==> src/rtl/blink_pkg.sv <==
package blink_pkg;

  // Sixteen phases per blink period.
  localparam int PHASE_W = 4;

  // Strobes handed from the timebase control to the compare datapath.
  typedef struct packed {
    logic [PHASE_W-1:0] phase;
    logic               firstPhase;
    logic               lastPhase;
  } blinkCtl_t;

endpackage

==> src/rtl/blink_ctrl.sv <==
module blink_ctrl
  import blink_pkg::*;
#(
  parameter int TICK_LOG2 = 15,
  parameter int SEL_W     = 3
) (
  input  logic             clk,
  input  logic             rstN,
  input  logic             tickEn,
  input  logic             cntClr,
  input  logic [SEL_W-1:0] periodSel,
  output blinkCtl_t        ctl
);

  localparam int NUM_SEL   = 1 << SEL_W;
  localparam int NUM_SLOW  = NUM_SEL - 1;
  // Phase length for slow code k is 2^(BASE_SLOW+k) ticks.
  localparam int BASE_SLOW = TICK_LOG2 - 3 - PHASE_W;
  // Fan rate: the period is 1/32 of a second.
  localparam int BASE_FAN  = TICK_LOG2 - 5 - PHASE_W;
  localparam int DIV_W     = BASE_SLOW + NUM_SLOW - 1 + PHASE_W;

  logic [DIV_W-1:0]   divCnt;
  logic [PHASE_W-1:0] tapPhase [NUM_SEL];
  logic [PHASE_W-1:0] phaseSel;

  // Free-running tick divider; the clear wins over the tick.
  always_ff @(posedge clk or negedge rstN) begin
    if (!rstN) begin
      divCnt <= '0;
    end else if (cntClr) begin
      divCnt <= '0;
    end else if (tickEn) begin
      divCnt <= divCnt + DIV_W'(1);
    end
  end

  // Every period code is a four-bit window of the same divider.
  for (genvar k = 0; k < NUM_SLOW; k++) begin : g_slowTap
    assign tapPhase[k] = divCnt[BASE_SLOW+k +: PHASE_W];
  end
  assign tapPhase[NUM_SEL-1] = divCnt[BASE_FAN +: PHASE_W];

  always_comb begin
    phaseSel       = tapPhase[periodSel];
    ctl.phase      = phaseSel;
    ctl.firstPhase = (phaseSel == '0);
    ctl.lastPhase  = (phaseSel == '1);
  end

  // without a tick and without a clear the divider keeps its value
  a_r6_hold: assert property (@(posedge clk) disable iff (!rstN)
    (!tickEn && !cntClr) |=> $stable(divCnt));

  // a tick moves the divider by exactly one
  a_r6_step: assert property (@(posedge clk) disable iff (!rstN)
    (tickEn && !cntClr) |=> (divCnt == $past(divCnt) + DIV_W'(1)));

  // a clear always lands at zero
  a_r7_clear: assert property (@(posedge clk) disable iff (!rstN)
    cntClr |=> (divCnt == '0));

endmodule

==> src/rtl/blink_dp.sv <==
module blink_dp
  import blink_pkg::*;
#(
  parameter int NUM_PORTS = 4
) (
  input  logic                         clk,
  input  logic                         rstN,
  input  blinkCtl_t                    ctl,
  input  logic [NUM_PORTS*PHASE_W-1:0] dutyIn,
  output logic [NUM_PORTS-1:0]         blinkOn
);

  for (genvar i = 0; i < NUM_PORTS; i++) begin : g_port
    logic [PHASE_W-1:0] dutyRaw;
    logic [PHASE_W-1:0] dutyEff;

    assign dutyRaw = dutyIn[i*PHASE_W +: PHASE_W];
    // The smallest supported on-fraction is one phase.
    assign dutyEff = (dutyRaw == '0) ? PHASE_W'(1) : dutyRaw;

    always_ff @(posedge clk or negedge rstN) begin
      if (!rstN) begin
        blinkOn[i] <= 1'b0;
      end else begin
        blinkOn[i] <= (ctl.phase < dutyEff);
      end
    end
  end

  // the gates stay low while reset is held
  a_r1_reset_low: assert property (@(posedge clk)
    !rstN |-> (blinkOn == '0));

  // every port is on during the first phase
  a_r5_first_on: assert property (@(posedge clk) disable iff (!rstN)
    ctl.firstPhase |=> (&blinkOn));

  // every port is off during the last phase
  a_r5_last_off: assert property (@(posedge clk) disable iff (!rstN)
    ctl.lastPhase |=> (blinkOn == '0));

endmodule

==> src/rtl/led_blink_gen.sv <==
module led_blink_gen
  import blink_pkg::*;
#(
  parameter int NUM_PORTS = 4,
  parameter int TICK_LOG2 = 15,
  parameter int SEL_W     = 3
) (
  input  logic                         clk,
  input  logic                         rstN,
  input  logic                         tickEn,
  input  logic                         cntClr,
  input  logic [SEL_W-1:0]             periodSel,
  input  logic [NUM_PORTS*PHASE_W-1:0] dutyIn,
  output logic [NUM_PORTS-1:0]         blinkOn
);

  blinkCtl_t ctl;

  blink_ctrl #(
    .TICK_LOG2 (TICK_LOG2),
    .SEL_W     (SEL_W)
  ) u_ctrl (
    .clk       (clk),
    .rstN      (rstN),
    .tickEn    (tickEn),
    .cntClr    (cntClr),
    .periodSel (periodSel),
    .ctl       (ctl)
  );

  blink_dp #(
    .NUM_PORTS (NUM_PORTS)
  ) u_dp (
    .clk     (clk),
    .rstN    (rstN),
    .ctl     (ctl),
    .dutyIn  (dutyIn),
    .blinkOn (blinkOn)
  );

endmodule

==> config.mk <==
export PLATFORM = sky130hd
export DESIGN_NAME = led_blink_gen
export DESIGN_NICKNAME = d
export VERILOG_FILES = /design/src/rtl/blink_pkg.sv /design/src/rtl/blink_ctrl.sv /design/src/rtl/blink_dp.sv /design/src/rtl/led_blink_gen.sv
export SDC_FILE = /design/constraint.sdc
export NUM_CORES = 1
export LEC_CHECK = 0
export BUFFER_PORTS_ARGS = -buffer_cell sky130_fd_sc_hd__buf_2
export CELL_PAD_IN_SITES_DETAIL_PLACEMENT = 1
export CELL_PAD_IN_SITES_GLOBAL_PLACEMENT = 1
export CORE_ASPECT_RATIO = 1.4
export CORE_MARGIN = 5
export CORE_UTILIZATION = 43
export DETAILED_ROUTE_END_ITERATION = 10
export GPL_ROUTABILITY_DRIVEN = 0
export GPL_TIMING_DRIVEN = 1
export PLACE_DENSITY = 0.77
export SETUP_SLACK_MARGIN = 0.02
export SKIP_LAST_GASP = 1
export SLEW_MARGIN = 10
export SYNTH_ARGS = -nofsm -noshare
export SYNTH_HDL_FRONTEND = slang
export SYNTH_HIERARCHICAL = 1
export SYNTH_SLANG_ARGS = --single-unit
==> constraint.sdc <==
create_clock -name clk -period 2.35 [get_ports clk]
set_input_delay 0.3525 -clock clk [delete_from_list [all_inputs] [get_ports clk]]
set_output_delay 0.3525 -clock clk [all_outputs]
set_load 0.01 [all_outputs]
; ---- Word-level counts from Yosys, hierarchy flattened
; Index checks and enable logic that the tools add are counted.
[op_classes]
n_lt_le_gt_ge = 5
mux = 9
n_reduce_logical = 5
bitwise = 1
addsub = 1
[op_table]
columns = cell, n
row1 = 18-bit 2-to-1 mux, 2
row2 = 4-bit 2-to-1 mux, 6
row3 = "18-bit by 1-bit adder with 18-bit output, second input constant", 1
row4 = 4-bit zero test, 4
row5 = 4-bit less-than comparator, 4
row6 = 4-bit binary-select mux with 3-bit select, 1
row7 = "4-bit >= comparator, second input constant", 1
row8 = 3-bit NOT with 4-bit output, 1
row9 = 2-bit nonzero test, 1
[totals]
wordCells = 26
in_bits = 23
reg_bits = 22

; ---- Longest topological paths before layout
; Gate-level depths: netlist (run 1).
[logic_depth]
ltp_word = 5
mapped_depth = 7
ltp_nobuf = 6

; ---- Modules after synthesis
; The synthesis (run 1) kept the hierarchy.
[by_module_without_submodules]
columns = mod, instances, area_per_inst_um2, cells_each
row1 = blink_ctrl, 1, 1217.4, 117
row2 = blink_dp, 1, 460.4, 56

; ---- Worst setup path before layout (run 1)
; OpenSTA, ideal clock, no wires.
[synth_timing]
path_type = input to register
startpoint = input port periodSel[0]
endpoint = register u_dp.blinkOn[3]
setup_slack_ps = 348
path_buffers = 1
required_ps = 2286
stages = 7
t_arrival_ps = 1938
path_cell_list = buf_6 > mux4_1 > nand2_1 > o21ai_1 > or4_1 > nand3_1 > a211o_1
[synth_rtl]
columns = item, line
row1 = from (decl), led_blink_gen.sv:12  ; input logic [SEL_W-1:0] periodSel,
row2 = "to (signal, indexed assignment)", blink_dp.sv:25  ; blinkOn[i] <= (ctl.phase < dutyEff);
row3 = to (decl), blink_dp.sv:10  ; output logic [NUM_PORTS-1:0] blinkOn

==> run_summary.xml, run 1 <==
<?xml version="1.0" encoding="UTF-8"?>
<metrics>
  <group name="drt">
    <metric name="vias" unit="">1382</metric>
    <metric name="initialDrtViolationCount" unit="">28</metric>
    <metric name="avgRoutedWirePerCell" unit="um">17.4</metric>
    <metric name="postRouteWirelength" unit="um">4150</metric>
    <metric name="post_drt_via_cell_ratio" unit="">5.78</metric>
    <metric name="drc_errors" unit="">0</metric>
    <metric name="detailedRoute.firstPassIterationCount" unit="">5</metric>
    <metric name="antenna_violating_nets_post_route" unit="">0</metric>
  </group>
  <group name="clock_tree">
    <metric name="worstSkewPairLatency" unit="ns">0.26</metric>
    <metric name="post_cts_resized" unit="">0</metric>
    <metric name="clock_tree.buffer_depth" unit="">2</metric>
    <metric name="tritoncts_num_sinks" unit="">22</metric>
    <metric name="clock_tree.root_cell" unit="">clkbuf_8</metric>
    <metric name="cts_setup_buffers" unit="">0</metric>
    <metric name="h-tree-depth" unit="">1</metric>
    <metric name="path_clk_slew" unit="ns">0.08</metric>
    <metric name="cts_tree" unit="">built</metric>
    <metric name="cts_inserted_buffers" unit="">3</metric>
    <metric name="cts-hold-fix-buffers" unit="">0</metric>
  </group>
  <group name="final_layout">
    <metric name="diodes" unit="">0</metric>
    <metric name="post_route_cells_drive_above_1_share" unit="%">21.8</metric>
    <metric name="finish.instance_area" unit="sq mm">0.00188</metric>
    <metric name="final_net_count" unit="">234</metric>
    <metric name="syn_to_final_growth" unit="%">13.7</metric>
    <metric name="instances_no_fill" unit="">239</metric>
  </group>
  <group name="synthesis">
    <metric name="avgSynthCellArea" unit="sq um">9.69</metric>
    <metric name="syn_inst" unit="">171</metric>
    <metric name="synth_area" unit="sq mm">0.00166</metric>
    <metric name="synth_nets" unit="">207</metric>
    <metric name="yosysWarningCount" unit="">6</metric>
  </group>
  <group name="place">
    <metric name="place_ws" unit="ns">0.119</metric>
    <metric name="dpl.cell_count" unit="">235</metric>
    <metric name="hpwl" unit="um">3310</metric>
    <metric name="placedInstanceArea" unit="sq mm">0.00181</metric>
    <metric name="i_o_buffers" unit="">26</metric>
  </group>
  <group name="flow_run">
    <metric name="timing.max_cap.violations" unit="">0</metric>
  </group>
  <group name="timing">
    <metric name="unrepaired_setup_endpoints_after_global_routing" unit="">no</metric>
    <metric name="slew_headroom" unit="%">65.5</metric>
    <metric name="worst_slew_pin_slew" unit="ns">0.518</metric>
    <metric name="tcrit_tclk_final" unit="%">87.9</metric>
    <metric name="finalClockSkew" unit="ns">0.00417</metric>
    <metric name="achievable-frequency" unit="GHz">0.484</metric>
    <metric name="finalWorstSetupSlack" unit="ns">0.283</metric>
    <metric name="final_hold_violation_count" unit="">0</metric>
    <metric name="drv_slew" unit="">0</metric>
    <metric name="finalWorstPathRequiredPeriod" unit="ns">2.07</metric>
    <metric name="finalSetupTns" unit="ns">0</metric>
    <metric name="timing.final.setup_violations" unit="">0</metric>
  </group>
  <group name="global_route">
    <metric name="grt_max_degree" unit="">23</metric>
    <metric name="grt_antenna_before_repair" unit="">0</metric>
    <metric name="groute.usage.overall" unit="%">17.0</metric>
    <metric name="grt-ovfl-total" unit="">0</metric>
    <metric name="first_global_vias" unit="">1551</metric>
    <metric name="grt_pass1_wl" unit="um">7250</metric>
  </group>
  <group name="critical_path">
    <metric name="endpoint_kind" unit="">register</metric>
    <metric name="timing.setup.critical_path_class" unit="">register to register</metric>
    <metric name="ff2ff_setup_slack" unit="ns">0.28</metric>
    <metric name="critical-path-max-stage-delay" unit="ns">0.56</metric>
    <metric name="worst-endpoint-arrival" unit="ns">2.27</metric>
    <metric name="crit_path_max_fanout" unit="">8</metric>
    <metric name="timing.critical_path.slowest_stage_cell" unit="">or4_1</metric>
    <metric name="cp_data_required_time" unit="ns">2.56</metric>
    <metric name="cell_breakdown_of_the_critical_path" unit="">mux4_1 &gt; nand2_1 &gt; o21ai_1 &gt; or4_1 &gt; nand3_1 &gt; a211o_1</metric>
    <metric name="start_kind" unit="">register</metric>
  </group>
  <group name="hold_path">
    <metric name="hp-class" unit="">primary input to async pin</metric>
  </group>
  <group name="run_status">
    <metric name="status" unit="">finished, final reports clean</metric>
  </group>
  <group name="die">
    <metric name="count_of_pins_on_the_block_boundary" unit="">27</metric>
    <metric name="fp.dieArea" unit="sq mm">0.00521</metric>
    <metric name="std_cell_core_area" unit="sq mm">0.00368</metric>
    <metric name="floorplan.die.height" unit="um">83.4</metric>
    <metric name="fp.dieW" unit="um">62.5</metric>
    <metric name="initial_core_util" unit="%">45.1</metric>
    <metric name="placementRows" unit="">26</metric>
  </group>
  <group name="power">
    <metric name="static-leakage-power" unit="nW">0.908</metric>
    <metric name="p_total" unit="mW">0.831</metric>
    <metric name="irDropWorstVdd" unit="mV">0.318</metric>
    <metric name="power_density" unit="mW/mm^2">441</metric>
  </group>
</metrics>
power by group:
group          switching [mW]  internal (mW)  total (mW)
combinational          0.0488         0.0373      0.0861
clock                   0.129          0.228       0.357
sequential            0.00440          0.383       0.388
total                   0.182          0.648       0.831
path summary, 6_finish.rpt:
path / startpoint / to / cells after the start
max: u_ctrl/divCnt[12] / u_dp/blinkOn[0] / 6
min: rstN / u_dp/blinkOn[0] / 1
max reg2reg: u_ctrl/divCnt[12] / u_dp/blinkOn[0] / 6
min reg2reg: u_ctrl/divCnt[1] / u_ctrl/divCnt[1] / 2
max in group asynchronous: rstN / u_ctrl/divCnt[7] / 1
min in group clk: dutyIn[12] / u_dp/blinkOn[3] / 4
routing by layer:
layer | share of wire (%) | up-vias | global-route usage [%] | wire length [um]
met1 | 37 | 679 | 17.4 | 1550
met3 | 4.4 | 6 | 3.24 | 182
met2 | 57 | 31 | 33.7 | 2380
li1 | - | 666 | - | -
met4 | 0.96 | 0 | 4.63 | 40
met5 | 0 | - | 0 | 0
area by class of cell:
| cell class | instances | area [sq um] |
|---|---|---|
| multi-input cells | 130 | 1020 |
| clock buffers | 3 | 41.3 |
| repair buffers | 27 | 138 |
| flip-flops and latches | 22 | 551 |
| clock inverters | 1 | 30.0 |
| inverters | 14 | 52.6 |
| well taps | 42 | 52.6 |
| fillers | 446 | 1790 |
sequential cells by signal, summed over array words and instances, names as in the netlist:
| signal | flops |
|---|---|
| u_ctrl/divCnt | 18 |
| u_dp/blinkOn | 4 |
layout by cell type (no fill, tap or decap), drive strengths merged, types with 6 or more instances in the layout:
master  count
nor3       12
dfrtp      22
xnor2       6
inv        14
nand4       6
buf        27
xor2        6
ha         13
mux2        6
nor2       22
mux4        6
nand3       8
nand2      10
worst max-delay path, delay by kind of cell, from the launching register on:
family	cells	cell delay (ns)
AOI/OAI and AO/OA	2	0.27
muxes	1	0.52
DFF	1	0.48
and+or+nand+nor	3	0.74
per-stage QoR:
stage / utilization, % / hold WS (ns)
after floorplan: - / 0.0569
after global placement: 49.3 / 0.357
after detailed placement: 49.3 / 0.357
after CTS: 51.2 / 0.0634
after global routing: 51.2 / 0.0772
final: 51.2 / 0.0508
No activity file was read; power rests on OpenSTA's default activity.
==> run 2, diff against run 1 <==
--- a/config.mk
+++ b/config.mk
@@ -8,7 +8,7 @@
 export BUFFER_PORTS_ARGS = -buffer_cell sky130_fd_sc_hd__buf_2
 export CELL_PAD_IN_SITES_DETAIL_PLACEMENT = 1
 export CELL_PAD_IN_SITES_GLOBAL_PLACEMENT = 1
-export CORE_ASPECT_RATIO = 1.4
+export CORE_ASPECT_RATIO = 1.1
 export CORE_MARGIN = 5
 export CORE_UTILIZATION = 43
 export DETAILED_ROUTE_END_ITERATION = 10
==> run 2 against run 1 <==
Die area shrank 0.30%. First-iteration DRC count is 21% higher. Largest power group unchanged. Via count grew 0.43%.
==> run_summary.xml, run 2 (same netlist as run 1, synthesis figures left out) <==
<?xml version="1.0" encoding="UTF-8"?>
<metrics>
  <group name="clock_tree">
    <metric name="tritoncts_num_sinks" unit="">22</metric>
    <metric name="path_clk_slew" unit="ns">0.08</metric>
    <metric name="cts_setup_buffers" unit="">0</metric>
    <metric name="worstSkewPairLatency" unit="ns">0.26</metric>
    <metric name="h-tree-depth" unit="">1</metric>
    <metric name="cts_tree" unit="">built</metric>
    <metric name="cts-hold-fix-buffers" unit="">0</metric>
    <metric name="clock_tree.root_cell" unit="">clkbuf_8</metric>
    <metric name="post_cts_resized" unit="">0</metric>
    <metric name="cts_inserted_buffers" unit="">3</metric>
    <metric name="clock_tree.buffer_depth" unit="">2</metric>
  </group>
  <group name="global_route">
    <metric name="grt_max_degree" unit="">23</metric>
    <metric name="grt-ovfl-total" unit="">0</metric>
    <metric name="grt_antenna_before_repair" unit="">0</metric>
    <metric name="first_global_vias" unit="">1582</metric>
    <metric name="groute.usage.overall" unit="%">16.8</metric>
    <metric name="grt_pass1_wl" unit="um">7000</metric>
  </group>
  <group name="critical_path">
    <metric name="timing.setup.critical_path_class" unit="">register to register</metric>
    <metric name="worst-endpoint-arrival" unit="ns">2.31</metric>
    <metric name="regToRegStartpoint" unit="">u_ctrl/divCnt[12]</metric>
    <metric name="crit_start" unit="">u_ctrl/divCnt[12]</metric>
    <metric name="cell_breakdown_of_the_critical_path" unit="">mux4_1 &gt; nand2_1 &gt; o21ai_1 &gt; or4_1 &gt; nand3_1 &gt; a211o_1</metric>
    <metric name="timing.critical_path.slowest_stage_cell" unit="">or4_1</metric>
    <metric name="cp_data_required_time" unit="ns">2.55</metric>
    <metric name="cp_num_buf_inv" unit="">0</metric>
    <metric name="critical-path-top-delay-family" unit="">simple AND/OR/NAND/NOR gates</metric>
    <metric name="endpoint_kind" unit="">register</metric>
    <metric name="critical-path-max-stage-delay" unit="ns">0.57</metric>
    <metric name="crit_path_max_fanout" unit="">8</metric>
    <metric name="start_kind" unit="">register</metric>
  </group>
  <group name="timing">
    <metric name="tcrit_tclk_final" unit="%">89.7</metric>
    <metric name="worst_slew_pin_slew" unit="ns">0.517</metric>
    <metric name="achievable-frequency" unit="GHz">0.474</metric>
    <metric name="drv_slew" unit="">0</metric>
    <metric name="slew_headroom" unit="%">65.5</metric>
    <metric name="final_hold_violation_count" unit="">0</metric>
    <metric name="finalSetupTns" unit="ns">0</metric>
    <metric name="timing.final.setup_violations" unit="">0</metric>
    <metric name="finalWorstPathRequiredPeriod" unit="ns">2.11</metric>
    <metric name="unrepaired_setup_endpoints_after_global_routing" unit="">no</metric>
    <metric name="finalClockSkew" unit="ns">0.00768</metric>
  </group>
  <group name="run_status">
    <metric name="status" unit="">finished, final reports clean</metric>
  </group>
  <group name="power">
    <metric name="share_comb_of_total_power" unit="%">11.9</metric>
    <metric name="power_density" unit="mW/mm^2">380</metric>
    <metric name="internal_power_summed_over_all_cells" unit="mW">0.535</metric>
    <metric name="power.share.sequential" unit="%">54.8</metric>
    <metric name="p_total" unit="mW">0.709</metric>
    <metric name="static-leakage-power" unit="nW">0.894</metric>
    <metric name="clock_power_share" unit="%">33.3</metric>
    <metric name="total_switching_power" unit="mW">0.174</metric>
    <metric name="power.switching_fraction" unit="%">24.5</metric>
    <metric name="irDropWorstVdd" unit="mV">0.250</metric>
  </group>
  <group name="die">
    <metric name="std_cell_core_area" unit="sq mm">0.00368</metric>
    <metric name="floorplan.die.height" unit="um">75.1</metric>
    <metric name="placementRows" unit="">23</metric>
    <metric name="fp.dieW" unit="um">69.2</metric>
    <metric name="fp.dieArea" unit="sq mm">0.00520</metric>
    <metric name="count_of_pins_on_the_block_boundary" unit="">27</metric>
    <metric name="initial_core_util" unit="%">45.0</metric>
  </group>
  <group name="final_layout">
    <metric name="mostFrequentLayoutCells" unit="">buf_2, nor2_1, dfrtp_1, inv_1, ha_1</metric>
    <metric name="diodes" unit="">0</metric>
    <metric name="final_net_count" unit="">234</metric>
    <metric name="syn_to_final_growth" unit="%">12.5</metric>
    <metric name="utilization" unit="%">50.6</metric>
    <metric name="largest_register_ff_count" unit="">18</metric>
    <metric name="largestRegisters" unit="">u_ctrl/divCnt x18, u_dp/blinkOn x4</metric>
    <metric name="post_route_cells_drive_above_1_share" unit="%">21.4</metric>
    <metric name="mostFrequentLayoutCell" unit="">buf_2</metric>
    <metric name="largest_register" unit="">u_ctrl/divCnt</metric>
  </group>
  <group name="drt">
    <metric name="antenna_violating_nets_post_route" unit="">0</metric>
    <metric name="drc_errors" unit="">0</metric>
    <metric name="initialDrtViolationCount" unit="">34</metric>
    <metric name="postRouteWirelength" unit="um">3990</metric>
    <metric name="post_drt_via_cell_ratio" unit="">5.64</metric>
    <metric name="avgRoutedWirePerCell" unit="um">16.2</metric>
    <metric name="detailedRoute.firstPassIterationCount" unit="">4</metric>
    <metric name="vias" unit="">1388</metric>
  </group>
  <group name="place">
    <metric name="i_o_buffers" unit="">26</metric>
    <metric name="hpwl" unit="um">3150</metric>
  </group>
  <group name="flow_run">
    <metric name="timing.max_cap.violations" unit="">0</metric>
  </group>
  <group name="hold_path">
    <metric name="hp-class" unit="">primary input to async pin</metric>
  </group>
</metrics>
[run 2: cell types whose count changed in the layout (fill, tap and decap cells not counted)]
cell / delta
bufinv_16: -1
[run 2: path summary, 6_finish.rpt]
kind                               endpoint  slack [ns]  cells after the start
setup / recovery            u_dp/blinkOn[1]        0.24                      6
hold / removal             u_ctrl/divCnt[2]        0.05                      1
setup reg to reg            u_dp/blinkOn[1]        0.24                      6
hold reg to reg            u_ctrl/divCnt[0]        0.61                      2
max in group asynchronous  u_ctrl/divCnt[8]        1.95                      1
min in group clk            u_dp/blinkOn[2]        0.42                      4
[run 2: metal layers]
metal,share of wire (%),global-route usage (%)
met5,0,0
met4,0.90,4.12
met3,3.6,3.47
met2,56,34.3
met1,40,17.7
[run 2: worst register-to-register path, stage by stage, from the launching register on]
cell	delay, ns
dfrtp_1	0.48
mux4_1	0.52
nand2_1	0.08
o21ai_1	0.17
or4_1	0.57
nand3_1	0.11
a211o_1	0.12
[run 2: power by group through the flow]
stage                     registers (mW)  logic, mW  clock network [mW]
after floorplan                    0.396     0.0479                   0
after global placement             0.395     0.0801                   0
after detailed placement           0.396     0.0863                   0
after CTS                          0.388     0.0870               0.252
after global routing               0.389     0.0974               0.268
final                              0.388     0.0847               0.236
[run 2: final cells by class]
cell class / count / area [sq um]
timing repair buffer: 27 / 138
tap: 50 / 62.6
clock buffer: 3 / 41.3
inverter: 14 / 52.6
fill: 454 / 1820
sequential: 22 / 551
multi-input combinational: 130 / 1020
[run 2: per-stage QoR]
stage / instances / setup slack (ns) / hold WS [ns] / instance area [sq um]
finish: 246 / 0.242 / 0.0510 / 1860
global route: 246 / 0.0912 / 0.0901 / 1860
CTS: 246 / 0.227 / 0.0665 / 1860
detailed placement: 243 / 0.0797 / 0.361 / 1820
global placement: 243 / 0.187 / 0.351 / 1820
floorplan: 171 / 0.392 / 0.0569 / 1660
==> run 3, diff against run 2 <==
--- a/config.mk
+++ b/config.mk
@@ -20,5 +20,4 @@
 export SLEW_MARGIN = 10
 export SYNTH_ARGS = -nofsm -noshare
 export SYNTH_HDL_FRONTEND = slang
-export SYNTH_HIERARCHICAL = 1
 export SYNTH_SLANG_ARGS = --single-unit
==> run 3 against run 2 <==
Combinational power fell by 3.1%. Synthesized cell count fell by 3.5%. Global-route usage fell by 0.57 points. First-iteration DRC count fell by 15%. Via count fell by 1.4%. Critical path depth did not move. Core utilization rose by 0.42 points. Sequential cell count did not move. Hold slack barely moved. Cell area fell by 0.74%. Sequential share of layout area rose by 0.22 points. Critical endpoint is now u_dp.blinkOn[1]. Largest power group unchanged.
==> run_summary.xml, run 3 <==
<?xml version="1.0" encoding="UTF-8"?>
<metrics>
  <group name="clock_tree">
    <metric name="cts_inserted_buffers" unit="">3</metric>
    <metric name="path_clk_slew" unit="ns">0.08</metric>
    <metric name="tritoncts_num_sinks" unit="">22</metric>
    <metric name="cts-hold-fix-buffers" unit="">0</metric>
    <metric name="h-tree-depth" unit="">1</metric>
    <metric name="cts_tree" unit="">built</metric>
    <metric name="worstSkewPairLatency" unit="ns">0.27</metric>
    <metric name="post_cts_resized" unit="">0</metric>
    <metric name="clock_tree.root_cell" unit="">clkbuf_8</metric>
    <metric name="clock_tree.buffer_depth" unit="">2</metric>
    <metric name="cts_setup_buffers" unit="">0</metric>
  </group>
  <group name="critical_path">
    <metric name="start_kind" unit="">register</metric>
    <metric name="r2r.worst_path.cells" unit="">6</metric>
    <metric name="timing.critical_path.slowest_stage_cell" unit="">mux4_1</metric>
    <metric name="cell_breakdown_of_the_critical_path" unit="">mux4_1 &gt; mux2_2 &gt; ha_1 &gt; a21oi_1 &gt; o211ai_1 &gt; o21ai_0</metric>
    <metric name="reg2reg_to" unit="">u_dp.blinkOn[1]</metric>
    <metric name="endpoint_kind" unit="">register</metric>
    <metric name="critical-path-max-stage-delay" unit="ns">0.53</metric>
    <metric name="cp_data_required_time" unit="ns">2.53</metric>
    <metric name="crit_path_max_fanout" unit="">7</metric>
    <metric name="worst-endpoint-arrival" unit="ns">2.41</metric>
    <metric name="ff2ff_setup_slack" unit="ns">0.12</metric>
    <metric name="regToRegStartpoint" unit="">u_ctrl.divCnt[15]</metric>
    <metric name="timing.setup.critical_path_class" unit="">register to register</metric>
  </group>
  <group name="timing">
    <metric name="final_hold_violation_count" unit="">0</metric>
    <metric name="finalSetupTns" unit="ns">0</metric>
    <metric name="finalWorstPathRequiredPeriod" unit="ns">2.23</metric>
    <metric name="achievable-frequency" unit="GHz">0.448</metric>
    <metric name="drv_slew" unit="">0</metric>
    <metric name="worst_slew_pin_slew" unit="ns">0.522</metric>
    <metric name="unrepaired_setup_endpoints_after_global_routing" unit="">no</metric>
    <metric name="finalWorstSetupSlack" unit="ns">0.118</metric>
    <metric name="timing.final.setup_violations" unit="">0</metric>
    <metric name="tcrit_tclk_final" unit="%">95.0</metric>
    <metric name="holdWs" unit="ns">0.0508</metric>
    <metric name="finalClockSkew" unit="ns">0.00313</metric>
    <metric name="slew_headroom" unit="%">65.2</metric>
  </group>
  <group name="die">
    <metric name="count_of_pins_on_the_block_boundary" unit="">27</metric>
    <metric name="fp.dieArea" unit="sq mm">0.00507</metric>
    <metric name="floorplan.die.height" unit="um">74.2</metric>
    <metric name="placementRows" unit="">23</metric>
    <metric name="initial_core_util" unit="%">44.4</metric>
    <metric name="std_cell_core_area" unit="sq mm">0.00363</metric>
    <metric name="fp.dieW" unit="um">68.4</metric>
  </group>
  <group name="synthesis">
    <metric name="synth-compound-area-share" unit="%">10.9</metric>
    <metric name="synth_async_sr_flop_share" unit="%">100</metric>
    <metric name="synth-simple-area-share" unit="%">16.4</metric>
    <metric name="post_synth_most_frequent_cells" unit="">dfrtp_1, inv_1, nor2_1</metric>
    <metric name="yosysWarningCount" unit="">0</metric>
    <metric name="synth_nets" unit="">201</metric>
    <metric name="yosysTopAreaCell" unit="">dfrtp_1</metric>
    <metric name="ys.flop_type" unit="">dfrtp_1</metric>
    <metric name="dominant_combinational_cell_family_by_area_after_synthesis" unit="">simple AND/OR/NAND/NOR gates</metric>
    <metric name="post_synth_xor_area_fraction" unit="%">5.98</metric>
    <metric name="yosysSeqAreaShare" unit="%">34.2</metric>
    <metric name="synth.most_common_cell" unit="">dfrtp_1</metric>
    <metric name="avgSynthCellArea" unit="sq um">9.77</metric>
    <metric name="yosysUniqueCellTypes" unit="">29</metric>
    <metric name="synth_top_area_share" unit="%">34.2</metric>
    <metric name="synth_area" unit="sq mm">0.00161</metric>
    <metric name="synth_mux_area_share" unit="%">15.5</metric>
    <metric name="number_of_enable_flip_flop_cells_after_synthesis" unit="">0</metric>
    <metric name="synth.area.top_cells" unit="">dfrtp_1, ha_1, mux4_1</metric>
    <metric name="syn_inst" unit="">165</metric>
    <metric name="synth-adder-area-share" unit="%">10.1</metric>
    <metric name="number_of_storage_elements_in_the_synthesis_netlist" unit="">22</metric>
  </group>
  <group name="power">
    <metric name="internal_power_summed_over_all_cells" unit="mW">0.570</metric>
    <metric name="power.share.sequential" unit="%">52.0</metric>
    <metric name="static-leakage-power" unit="nW">0.866</metric>
    <metric name="clock_power_share" unit="%">37.0</metric>
    <metric name="power.switching_fraction" unit="%">23.6</metric>
    <metric name="irDropWorstVdd" unit="mV">0.229</metric>
    <metric name="share_comb_of_total_power" unit="%">11.0</metric>
    <metric name="total_switching_power" unit="mW">0.176</metric>
    <metric name="power_density" unit="mW/mm^2">404</metric>
  </group>
  <group name="drt">
    <metric name="drc_errors" unit="">0</metric>
    <metric name="detailedRoute.firstPassIterationCount" unit="">4</metric>
    <metric name="avgRoutedWirePerCell" unit="um">15.3</metric>
    <metric name="vias" unit="">1368</metric>
    <metric name="post_drt_via_cell_ratio" unit="">5.63</metric>
    <metric name="initialDrtViolationCount" unit="">29</metric>
    <metric name="postRouteWirelength" unit="um">3710</metric>
    <metric name="antenna_violating_nets_post_route" unit="">0</metric>
  </group>
  <group name="global_route">
    <metric name="grt-ovfl-total" unit="">0</metric>
    <metric name="grt_max_degree" unit="">23</metric>
    <metric name="first_global_vias" unit="">1443</metric>
    <metric name="groute.usage.overall" unit="%">16.2</metric>
    <metric name="grt_pass1_wl" unit="um">6210</metric>
    <metric name="grt_antenna_before_repair" unit="">0</metric>
  </group>
  <group name="final_layout">
    <metric name="post_route_cells_drive_above_1_share" unit="%">23.8</metric>
    <metric name="instances_no_fill" unit="">243</metric>
    <metric name="mostFrequentLayoutCell" unit="">buf_2</metric>
    <metric name="utilization" unit="%">51.0</metric>
    <metric name="largest_register_ff_count" unit="">18</metric>
    <metric name="mostFrequentLayoutCells" unit="">buf_2, dfrtp_1, inv_1, nor2_1, o21ai_0</metric>
    <metric name="syn_to_final_growth" unit="%">14.8</metric>
    <metric name="diodes" unit="">0</metric>
    <metric name="final_net_count" unit="">230</metric>
    <metric name="largestRegisters" unit="">u_ctrl.divCnt x18, u_dp.blinkOn x4</metric>
    <metric name="fillerInstances" unit="">441</metric>
    <metric name="largest_register" unit="">u_ctrl.divCnt</metric>
  </group>
  <group name="flow_run">
    <metric name="timing.max_cap.violations" unit="">0</metric>
  </group>
  <group name="hold_path">
    <metric name="hp-class" unit="">primary input to async pin</metric>
  </group>
  <group name="place">
    <metric name="hpwl" unit="um">2980</metric>
    <metric name="place_ws" unit="ns">-0.00262</metric>
    <metric name="dpl.cell_count" unit="">239</metric>
    <metric name="i_o_buffers" unit="">26</metric>
  </group>
  <group name="run_status">
    <metric name="status" unit="">finished, final reports clean</metric>
  </group>
</metrics>
## run 3: worst max-delay path by stage
stage,to,cells past startpoint,slack [ns],from
2_1_floorplan,u_dp.blinkOn[0],7,0.06,periodSel[0]
3_3_place_gp,u_dp.blinkOn[0],7,0.18,periodSel[1]
3_5_place_dp,u_dp.blinkOn[1],7,-0.003,periodSel[1]
4_1_cts,u_dp.blinkOn[1],6,0.11,u_ctrl.divCnt[15]
5_1_grt,u_dp.blinkOn[0],6,0.05,u_ctrl.divCnt[15]
6_report,u_dp.blinkOn[1],6,0.12,u_ctrl.divCnt[15]
## run 3: critical path, delay by kind of cell, from the launching register on
family / cells / cell delay, ns
adders and majority gates: 1 / 0.31
DFF: 1 / 0.45
AOI/OAI and AO/OA: 3 / 0.51
muxes: 2 / 0.86
## run 3: logic make-up after synthesis
logic type / after synthesis
AOI/OAI and AO/OA: 31
xor gates and xnor gates: 11
adders and majority gates: 13
buffers and inverters: 25
DFF: 22
muxes: 13
and+or+nand+nor: 50
## run 3: cell type report
cell class	count	area [sq um]	area share, %
Tap cell	50	62.6	3.38
Inverter	19	71.3	3.86
Timing Repair Buffer	30	160	8.66
Clock buffer	4	55.1	2.98
Multi-Input combinational cell	118	950	51.4
Sequential cell	22	551	29.8
## run 3: through the flow
step / cell area [sq um] / total power, mW
final: 1850 / 0.747
after global routing: 1850 / 0.792
after CTS: 1850 / 0.766
after detailed placement: 1790 / 0.480
after global placement: 1790 / 0.474
after floorplan: 1610 / 0.442
## run 3: power by group through the flow
stage               Clock (mW)  Combinational [mW]  Sequential, mW
global placement             0              0.0788           0.395
global route             0.309              0.0941           0.389
CTS                      0.293              0.0844           0.388
detailed placement           0              0.0838           0.396
floorplan                    0              0.0466           0.396
finish                   0.276              0.0821           0.388
## run 3: metal layers
layer,routed length (um),GRT usage [%]
met1,1500,18.1
met2,1920,30.0
met3,195,2.11
met4,104,7.51
met5,0,0
